**config.mk**
```make
export PLATFORM = sky130hd
export DESIGN_NAME = abus_decoder
export DESIGN_NICKNAME = d
export VERILOG_FILES = /design/src/rtl/abus_pkg.sv /design/src/rtl/abus_region_match.sv /design/src/rtl/abus_lane_strobe.sv /design/src/rtl/abus_word_strobe.sv /design/src/rtl/abus_decoder.sv
export SDC_FILE = /design/constraint.sdc
export NUM_CORES = 1
export LEC_CHECK = 0
export ABC_CLOCK_PERIOD_IN_PS = 800
export BUFFER_PORTS_ARGS = -buffer_cell sky130_fd_sc_hd__clkbuf_2
export CORE_AREA = 2 2 39 41
export DETAILED_ROUTE_END_ITERATION = 8
export DIE_AREA = 0 0 41 43
export SLEW_MARGIN = 5
export SYNTH_ARGS = -nofsm -noshare
export SYNTH_HDL_FRONTEND = slang
export SYNTH_SLANG_ARGS = --single-unit
```
**constraint.sdc**
```tcl
create_clock -name vclk -period 0.8
set_input_delay 0.08 -clock vclk [all_inputs]
set_output_delay 0.08 -clock vclk [all_outputs]
set_load 0.01 [all_outputs]
```
**src/rtl/abus_pkg.sv**
```systemverilog
package abus_pkg;

  localparam int ABITS = 7;   // address bits 23..17
  localparam int NREG  = 8;

  typedef enum int {
    REG_ROM  = 0,
    REG_WRAM = 1,
    REG_PORT = 2,
    REG_VID  = 3,
    REG_PAL  = 4,
    REG_CARD = 5,
    REG_SROM = 6,
    REG_SRAM = 7
  } region_e;

  typedef struct packed {
    logic [ABITS-1:0] match;
    logic [ABITS-1:0] mask;
    logic             laned;
    logic             rd;
    logic             wr;
  } region_t;

  // index NREG-1 first in the literal
  localparam region_t [NREG-1:0] MAP = '{
    '{7'b1101000, 7'b1111000, 1'b1, 1'b1, 1'b1},  // SRAM
    '{7'b1100000, 7'b1111000, 1'b1, 1'b1, 1'b0},  // SROM
    '{7'b1000000, 7'b1100000, 1'b0, 1'b1, 1'b1},  // CARD
    '{7'b0100000, 7'b1100000, 1'b0, 1'b1, 1'b1},  // PAL
    '{7'b0011110, 7'b1111111, 1'b0, 1'b1, 1'b1},  // VID
    '{7'b0010000, 7'b1111000, 1'b1, 1'b1, 1'b1},  // PORT
    '{7'b0001000, 7'b1111000, 1'b1, 1'b1, 1'b1},  // WRAM
    '{7'b0000000, 7'b1111000, 1'b1, 1'b1, 1'b0}   // ROM
  };

endpackage

```
**src/rtl/abus_region_match.sv**
```systemverilog
module abus_region_match #(
  parameter int                 W     = 7,
  parameter logic [W-1:0]       MATCH = '0,
  parameter logic [W-1:0]       MASK  = '1
) (
  input  logic [W-1:0] addr_i,
  output logic         hit_o
);
  assign hit_o = ((addr_i & MASK) == MATCH);
endmodule

```
**src/rtl/abus_lane_strobe.sv**
```systemverilog
module abus_lane_strobe #(
  parameter bit RD_EN = 1'b1,
  parameter bit WR_EN = 1'b1
) (
  input  logic       sel_i,
  input  logic       rw_i,
  input  logic       as_n_i,
  input  logic       uds_n_i,
  input  logic       lds_n_i,
  output logic [1:0] oe_n_o,
  output logic [1:0] we_n_o
);
  logic [1:0] lane_act;

  assign lane_act = {~as_n_i & ~uds_n_i, ~as_n_i & ~lds_n_i} & {2{sel_i}};

  if (RD_EN) begin : g_rd
    assign oe_n_o = ~(lane_act & {2{rw_i}});
  end else begin : g_no_rd
    assign oe_n_o = 2'b11;
  end

  if (WR_EN) begin : g_wr
    assign we_n_o = ~(lane_act & {2{~rw_i}});
  end else begin : g_no_wr
    assign we_n_o = 2'b11;
  end
endmodule

```
**src/rtl/abus_word_strobe.sv**
```systemverilog
module abus_word_strobe #(
  parameter bit RD_EN = 1'b1,
  parameter bit WR_EN = 1'b1
) (
  input  logic       sel_i,
  input  logic       rw_i,
  input  logic       as_n_i,
  input  logic       uds_n_i,
  input  logic       lds_n_i,
  output logic [1:0] oe_n_o,
  output logic [1:0] we_n_o
);
  logic act;

  // lanes not distinguished: either data strobe opens the word
  assign act = sel_i & ~as_n_i & (~uds_n_i | ~lds_n_i);

  if (RD_EN) begin : g_rd
    assign oe_n_o = {2{~(act & rw_i)}};
  end else begin : g_no_rd
    assign oe_n_o = 2'b11;
  end

  if (WR_EN) begin : g_wr
    assign we_n_o = {2{~(act & ~rw_i)}};
  end else begin : g_no_wr
    assign we_n_o = 2'b11;
  end
endmodule

```
**src/rtl/abus_decoder.sv**
```systemverilog
module abus_decoder
  import abus_pkg::*;
(
  input  logic             clk_i,
  input  logic             rst_ni,
  input  logic [ABITS-1:0] addr_i,
  input  logic             rw_i,
  input  logic             as_n_i,
  input  logic             uds_n_i,
  input  logic             lds_n_i,
  output logic [1:0]       rom_oe_n_o,
  output logic [1:0]       wram_oe_n_o,
  output logic [1:0]       wram_we_n_o,
  output logic [1:0]       port_oe_n_o,
  output logic [1:0]       port_we_n_o,
  output logic [1:0]       srom_oe_n_o,
  output logic [1:0]       sram_oe_n_o,
  output logic [1:0]       sram_we_n_o,
  output logic             card_oe_n_o,
  output logic             card_we_n_o,
  output logic             vid_oe_n_o,
  output logic             vid_we_n_o,
  output logic             pal_oe_n_o,
  output logic             pal_we_n_o
);

  logic [NREG-1:0]       hit;
  logic [NREG-1:0][1:0]  oe_n;
  logic [NREG-1:0][1:0]  we_n;

  for (genvar g = 0; g < NREG; g++) begin : g_reg
    abus_region_match #(
      .W    (ABITS),
      .MATCH(MAP[g].match),
      .MASK (MAP[g].mask)
    ) u_match (
      .addr_i(addr_i),
      .hit_o (hit[g])
    );

    if (MAP[g].laned) begin : g_lane
      abus_lane_strobe #(
        .RD_EN(MAP[g].rd),
        .WR_EN(MAP[g].wr)
      ) u_strobe (
        .sel_i  (hit[g]),
        .rw_i   (rw_i),
        .as_n_i (as_n_i),
        .uds_n_i(uds_n_i),
        .lds_n_i(lds_n_i),
        .oe_n_o (oe_n[g]),
        .we_n_o (we_n[g])
      );
    end else begin : g_word
      abus_word_strobe #(
        .RD_EN(MAP[g].rd),
        .WR_EN(MAP[g].wr)
      ) u_strobe (
        .sel_i  (hit[g]),
        .rw_i   (rw_i),
        .as_n_i (as_n_i),
        .uds_n_i(uds_n_i),
        .lds_n_i(lds_n_i),
        .oe_n_o (oe_n[g]),
        .we_n_o (we_n[g])
      );
    end
  end

  assign rom_oe_n_o  = oe_n[REG_ROM];
  assign wram_oe_n_o = oe_n[REG_WRAM];
  assign wram_we_n_o = we_n[REG_WRAM];
  assign port_oe_n_o = oe_n[REG_PORT];
  assign port_we_n_o = we_n[REG_PORT];
  assign srom_oe_n_o = oe_n[REG_SROM];
  assign sram_oe_n_o = oe_n[REG_SRAM];
  assign sram_we_n_o = we_n[REG_SRAM];
  assign card_oe_n_o = &oe_n[REG_CARD];
  assign card_we_n_o = &we_n[REG_CARD];
  assign vid_oe_n_o  = &oe_n[REG_VID];
  assign vid_we_n_o  = &we_n[REG_VID];
  assign pal_oe_n_o  = &oe_n[REG_PAL];
  assign pal_we_n_o  = &we_n[REG_PAL];

  // Flattened views for the checks below
  logic any_oe_low, any_we_low;
  logic [1:0] laned_upper_low, laned_lower_low;
  assign any_oe_low = ~&oe_n;
  assign any_we_low = ~&we_n;
  assign laned_upper_low = {~rom_oe_n_o[1] | ~wram_oe_n_o[1] | ~port_oe_n_o[1] |
                            ~srom_oe_n_o[1] | ~sram_oe_n_o[1],
                            ~wram_we_n_o[1] | ~port_we_n_o[1] | ~sram_we_n_o[1]};
  assign laned_lower_low = {~rom_oe_n_o[0] | ~wram_oe_n_o[0] | ~port_oe_n_o[0] |
                            ~srom_oe_n_o[0] | ~sram_oe_n_o[0],
                            ~wram_we_n_o[0] | ~port_we_n_o[0] | ~sram_we_n_o[0]};

  p_idle_high_r8: assert property (@(posedge clk_i) disable iff (!rst_ni)
    as_n_i |-> (!any_oe_low && !any_we_low));

  p_oe_dir_r9: assert property (@(posedge clk_i) disable iff (!rst_ni)
    any_oe_low |-> rw_i);

  p_we_dir_r9: assert property (@(posedge clk_i) disable iff (!rst_ni)
    any_we_low |-> !rw_i);

  p_rom_no_write_r9: assert property (@(posedge clk_i) disable iff (!rst_ni)
    (we_n[REG_ROM] == 2'b11) && (we_n[REG_SROM] == 2'b11));

  p_upper_lane_r7: assert property (@(posedge clk_i) disable iff (!rst_ni)
    (|laned_upper_low) |-> !uds_n_i);

  p_lower_lane_r7: assert property (@(posedge clk_i) disable iff (!rst_ni)
    (|laned_lower_low) |-> !lds_n_i);

  p_srom_window_r4: assert property (@(posedge clk_i) disable iff (!rst_ni)
    (srom_oe_n_o != 2'b11) |-> (addr_i[6:3] == 4'b1100 && rw_i));

  p_one_region_r11: assert property (@(posedge clk_i) disable iff (!rst_ni)
    $onehot0(hit));

  p_gap_quiet_r10: assert property (@(posedge clk_i) disable iff (!rst_ni)
    (addr_i[6:3] == 4'b0011 && addr_i[2:0] != 3'b110) || (addr_i[6:4] == 3'b111)
    |-> (!any_oe_low && !any_we_low));

  p_word_strobe_r6: assert property (@(posedge clk_i) disable iff (!rst_ni)
    (!card_oe_n_o || !card_we_n_o || !vid_oe_n_o || !vid_we_n_o ||
     !pal_oe_n_o || !pal_we_n_o) |-> (!uds_n_i || !lds_n_i));

endmodule

```
==> impl_metrics.tcl, run 1 <==
set metrics [dict create \
    design_area_sq_um 656 \
    drv_cap 0 \
    tightest_slew_ns 0.293 \
    syn_avg_cell_area_sq_um 6.90 \
    num_vias 424 \
    first_pass_iters 4 \
    register_area_sq_um 0 \
    final_cell_mix "19 x clkbuf_2, 12 x nand2_1, 6 x buf_6" \
    setup_viol 18 \
    grt_pass1_wl_mm 1.48 \
    top_layer "met3" \
    ir_drop_uv 214 \
    whs_ns 0.485 \
    clockBufferCount 0 \
    p_leak_nw 0.269 \
    crit_required_ns 0.72 \
    setup_tns_ns -0.506 \
    crit_end "wram_oe_n_o[0]" \
    cp.arrival_ns 0.76 \
    yosys_warnings 0 \
    initial_utilization_pct 19.4 \
    die_area_sq_um 1760 \
    synth_cells 39 \
    drt_wl_total_um 987 \
    violations "setup timing" \
    placed_area_sq_um 484 \
    diodes 0 \
    clock.fmax_mhz 1190 \
    synth_area_sq_um 269 \
    hold_depth 4 \
    vias_per_cell 4.51 \
    grt_setup_unrepaired "true" \
    crit_slowest_cell "nor4b_4" \
    utilization_pct 47.4 \
    portBuffers 33 \
    yosysSeqAreaShare_pct 0 \
    fill_cells 142 \
    synth_nets 52 \
    cp_cell_sequence "clkbuf_16, nor4b_4, nand2_1, clkbuf_2" \
    power_uw 231 \
    gp_congestion 0.699 \
    hold_class "in -> out" \
    grt_pass1_vias 378 \
    slowest_delay_ns 0.33 \
    grt_max_degree 7 \
    drc_errors 0 \
    core_area_sq_um 1380 \
    powerDensity_nw_per_um2 353 \
    wirelength_met1_um 378 \
    initialDrtViolationCount 2 \
    ant_nets 0 \
    row_count 14 \
    maxSlewViolCount 0 \
    die_y_um 43 \
    syn2layout_area_growth_pct 144 \
    cts_hold_buf 0 \
    post_drt_wl_per_cell_um 10.5 \
    period_share_pct 105 \
    grt-ovfl-total 0 \
    synth_cell_types 14 \
    final_layout_size_suffix_gt1_share_pct 66.7 \
    met2WireLength_um 523 \
    antenna_found_initial 0 \
    ioPinCount 35 \
    critPathMaxFanout 5 \
    crit_path_end_kind "output port" \
    min_period_ns 0.844 \
    seq_cell_count 0 \
    crit_start "addr_i[4]" \
    outcome "complete, but fails checks" \
    critPathKind "in -> out" \
    worstSetupStartpointType "input port" \
    layout.nets 93 \
    hpwlAfterDp_um 807 \
    grt_util_all_layers_pct 11.4 \
    setup_slack_ns -0.0438 \
    maxSlewHeadroom_pct 80.4 \
    final_common_cell "clkbuf_2" \
    dr_wl_met3_um 85 \
    die_x_um 41 \
    finalHoldViolCount 0 \
]
Yosys cell counts:
| master | instances | area (sq um) |
|---|---|---|
| nand2_1 | 15 | 56.3 |
| nand4_1 | 4 | 25.0 |
| buf_6 | 2 | 22.5 |
| nand3_1 | 2 | 10.0 |
| nand4b_1 | 2 | 17.5 |
| nor2_1 | 2 | 7.51 |
| nor2b_1 | 2 | 12.5 |
| nor3_1 | 2 | 10.0 |
| nor3b_2 | 2 | 25.0 |
| nor4b_4 | 2 | 47.6 |
| a21oi_1 | 1 | 5.00 |
| and4b_1 | 1 | 10.0 |
| and4b_4 | 1 | 13.8 |
| nor4_1 | 1 | 6.26 |
cells by family after synthesis:
group	after synthesis	synth area share [%]
AND/OR/NAND/NOR	36	89.8
buffers and inverters	2	8.37
AO/OA/AOI/OAI	1	1.86
through the flow:
step / std cells / setup slack (ns)
2_1_floorplan: 39 / 0.0675
3_3_place_gp: 93 / -0.0976
3_5_place_dp: 93 / -0.140
4_1_cts: 94 / -0.0559
5_1_grt: 94 / -0.118
6_report: 94 / -0.0438
layout make-up:
cell class	instances	area, sq um	area share [%]
multi-input cells	37	285	43.5
well taps	16	20.0	3.05
repair buffers	41	350	53.4
critical path: cells and delay by family:
kind / cells / cell delay (ns)
simple gates: 2 / 0.42
buf+inv: 2 / 0.27
layer usage:
| metal | vias to the layer above | track usage, % |
|---|---|---|
| li1 | 222 | - |
| met1 | 185 | 14.9 |
| met2 | 17 | 20.9 |
| met3 | 0 | 0 |
| met4 | 0 | 0 |
| met5 | - | 0 |
what timing repair did:
| action | 4_1_cts | 5_1_grt |
|---|---|---|
| endpoints found under the setup margin | 22 | 22 |
| pin swaps | 10 | 5 |
| setup buffers | 1 | 0 |
| gates resized for setup | 19 | 20 |
worst min-delay path by stage:
stage / start / to / slack, ns
floorplan: addr_i[4] / wram_oe_n_o[0] / 0.28
global placement: rw_i / vid_we_n_o / 0.55
detailed placement: rw_i / vid_we_n_o / 0.56
CTS: addr_i[4] / rom_oe_n_o[1] / 0.49
global route: addr_i[4] / rom_oe_n_o[0] / 0.51
finish: addr_i[4] / rom_oe_n_o[1] / 0.48
power breakdown:
| group | switching, mW | leakage (nW) | total (mW) | internal, mW |
|---|---|---|---|---|
| sequential | 0 | 0 | 0 | 0 |
| combinational | 0.0978 | 0.269 | 0.231 | 0.133 |
| clock | 0 | 0 | 0 | 0 |
Note: power is estimated with default switching activity, not from simulation.
==> inputs of run 2 (changes only) <==
--- a/config.mk
+++ b/config.mk
@@ -10,6 +10,7 @@
 export CORE_AREA = 2 2 39 41
 export DETAILED_ROUTE_END_ITERATION = 8
 export DIE_AREA = 0 0 41 43
+export REMOVE_ABC_BUFFERS = 1
 export SLEW_MARGIN = 5
 export SYNTH_ARGS = -nofsm -noshare
 export SYNTH_HDL_FRONTEND = slang
==> run 2 against run 1 <==
Against the previous run: the flow still finishes with violations (setup timing); wire length increased by 11%; worst hold slack got worse by 0.022 ns; non-clock buffer count increased by 2; total power increased by 12%; critical path depth unchanged; setup slack got worse by 0.032 ns; sequential share of layout area unchanged; utilization increased by 2.4 points; count of clock-buffer cells in the layout unchanged; fmax decreased by 3.7%; first-iteration DRC count increased by 100%; critical endpoint is now wram_oe_n_o[1]; highest routed layer unchanged.
==> impl_metrics.tcl, run 2 (synthesis gave the netlist of run 1 again) <==
set metrics [dict create \
    core_area_sq_um 1380 \
    utilization_pct 49.8 \
    cp.arrival_ns 0.80 \
    final_common_cell "clkbuf_2" \
    tightest_slew_ns 0.293 \
    critPathKind "in -> out" \
    drt_wl_total_mm 1.10 \
    maxSlewHeadroom_pct 80.4 \
    setup_viol 14 \
    die_x_um 41 \
    portBuffers 33 \
    grt_max_degree 7 \
    ant_nets 0 \
    num_vias 442 \
    outcome "complete, but fails checks" \
    ir_drop_uv 205 \
    fill_cells 138 \
    layout.nets 95 \
    slowest_delay_ns 0.34 \
    cp_cell_sequence "clkbuf_16, nor4b_4, nand2_1, clkbuf_2" \
    crit_required_ns 0.72 \
    initialDrtViolationCount 4 \
    violations "setup timing" \
    finalHoldViolCount 0 \
    hold_depth 4 \
    cts_hold_buf 0 \
    diodes 0 \
    final_layout_size_suffix_gt1_share_pct 71.3 \
    hold_class "in -> out" \
    crit_slowest_cell "nor4b_4" \
    register_area_sq_um 0 \
    post_drt_wl_per_cell_um 11.4 \
    initial_utilization_pct 19.4 \
    clockBufferCount 0 \
    hpwlAfterDp_um 796 \
    finalNonFillerCells 96 \
    ioPinCount 35 \
    gr-usage-met2_pct 18.4 \
    vias_per_cell 4.60 \
    powerDensity_nw_per_um2 376 \
    antenna_found_initial 0 \
    clock.fmax_mhz 1140 \
    grt-ovfl-total 0 \
    drv_cap 0 \
    multi_input_area_sq_um 300 \
    critPathMaxFanout 5 \
    grt_setup_unrepaired "true" \
    grt_pass1_vias 331 \
    setup_slack_ns -0.0762 \
    grt-busiest-layer "met2" \
    row_count 14 \
    grt_pass1_wl_mm 1.43 \
    final_cell_mix "17 x clkbuf_2, 12 x nand2_1, 8 x buf_4" \
    place_inst 93 \
    min_period_ns 0.876 \
    die_y_um 43 \
    p_leak_nw 0.282 \
    period_share_pct 110 \
    first_pass_iters 3 \
    crit_path_end_kind "output port" \
    die_area_sq_um 1760 \
    drc_errors 0 \
    grt_util_all_layers_pct 10.8 \
    use_met3_pct 0 \
    syn2layout_area_growth_pct 156 \
    worstSetupStartpointType "input port" \
    seq_cell_count 0 \
    worstHoldStart "addr_i[5]" \
    met1_usage_pct 15.5 \
    hold_end "rom_oe_n_o[1]" \
    maxSlewViolCount 0 \
    gp_congestion 0.727 \
]
-- run 2: changes by cell type in the layout (fill, tap and decap cells not counted), moves of 2 or more --
| cell | before | now |
|---|---|---|
| buf_4 | 5 | 8 |
| nor2b_1 | 2 | 0 |
| buf_2 | 3 | 7 |
| clkbuf_2 | 19 | 17 |
| nor2_2 | 0 | 2 |
| buf_6 | 6 | 4 |
-- run 2: critical path, delay by kind of cell --
kind                   cells  cell delay (ns)
buffers and inverters      2             0.26
and+or+nand+nor            2             0.45
-- run 2: repair_timing --
item,CTS,global route
gates cloned,0,0
pin swaps,13,13
resized for setup,23,24
endpoints found under the setup margin,20,21
buffers inserted,1,3
-- run 2: how the worst max path moves through the flow --
stage                   start              to  slack [ns]  cells after the start
finish              addr_i[6]  wram_oe_n_o[1]       -0.08                      4
global route        addr_i[6]  port_we_n_o[0]       -0.13                      4
CTS                 addr_i[6]  port_we_n_o[0]       -0.07                      4
detailed placement  addr_i[5]  wram_oe_n_o[1]       -0.13                      4
global placement    addr_i[5]  wram_oe_n_o[1]        -0.1                      4
floorplan           addr_i[3]   rom_oe_n_o[1]        0.19                      2
-- run 2: layout make-up --
cell class | instances | share of cell area (%)
timing repair buffer | 43 | 53.5
multi-input combinational | 37 | 43.6
tap | 16 | 2.90
-- run 2: power breakdown --
group | switching [mW] | internal, mW | total [mW]
logic | 0.106 | 0.153 | 0.259
clock network | 0 | 0 | 0
registers | 0 | 0 | 0
-- run 2: stage by stage --
stage	setup slack [ns]	area [sq um]	setup TNS, ns	hold slack [ns]	power [mW]
global route	-0.127	689	-1.29	0.487	0.274
finish	-0.0762	689	-0.611	0.462	0.259
detailed placement	-0.128	484	-1.28	0.552	0.157
floorplan	0.186	246	0	0.252	0.0551
global placement	-0.0972	484	-1.15	0.560	0.154
CTS	-0.0715	621	-0.617	0.487	0.221
-- run 2: layer usage --
layer	share of wire [%]	vias up
met3	7.1	0
met4	0	0
met1	43	194
met2	50	21
met5	0	-
li1	-	227
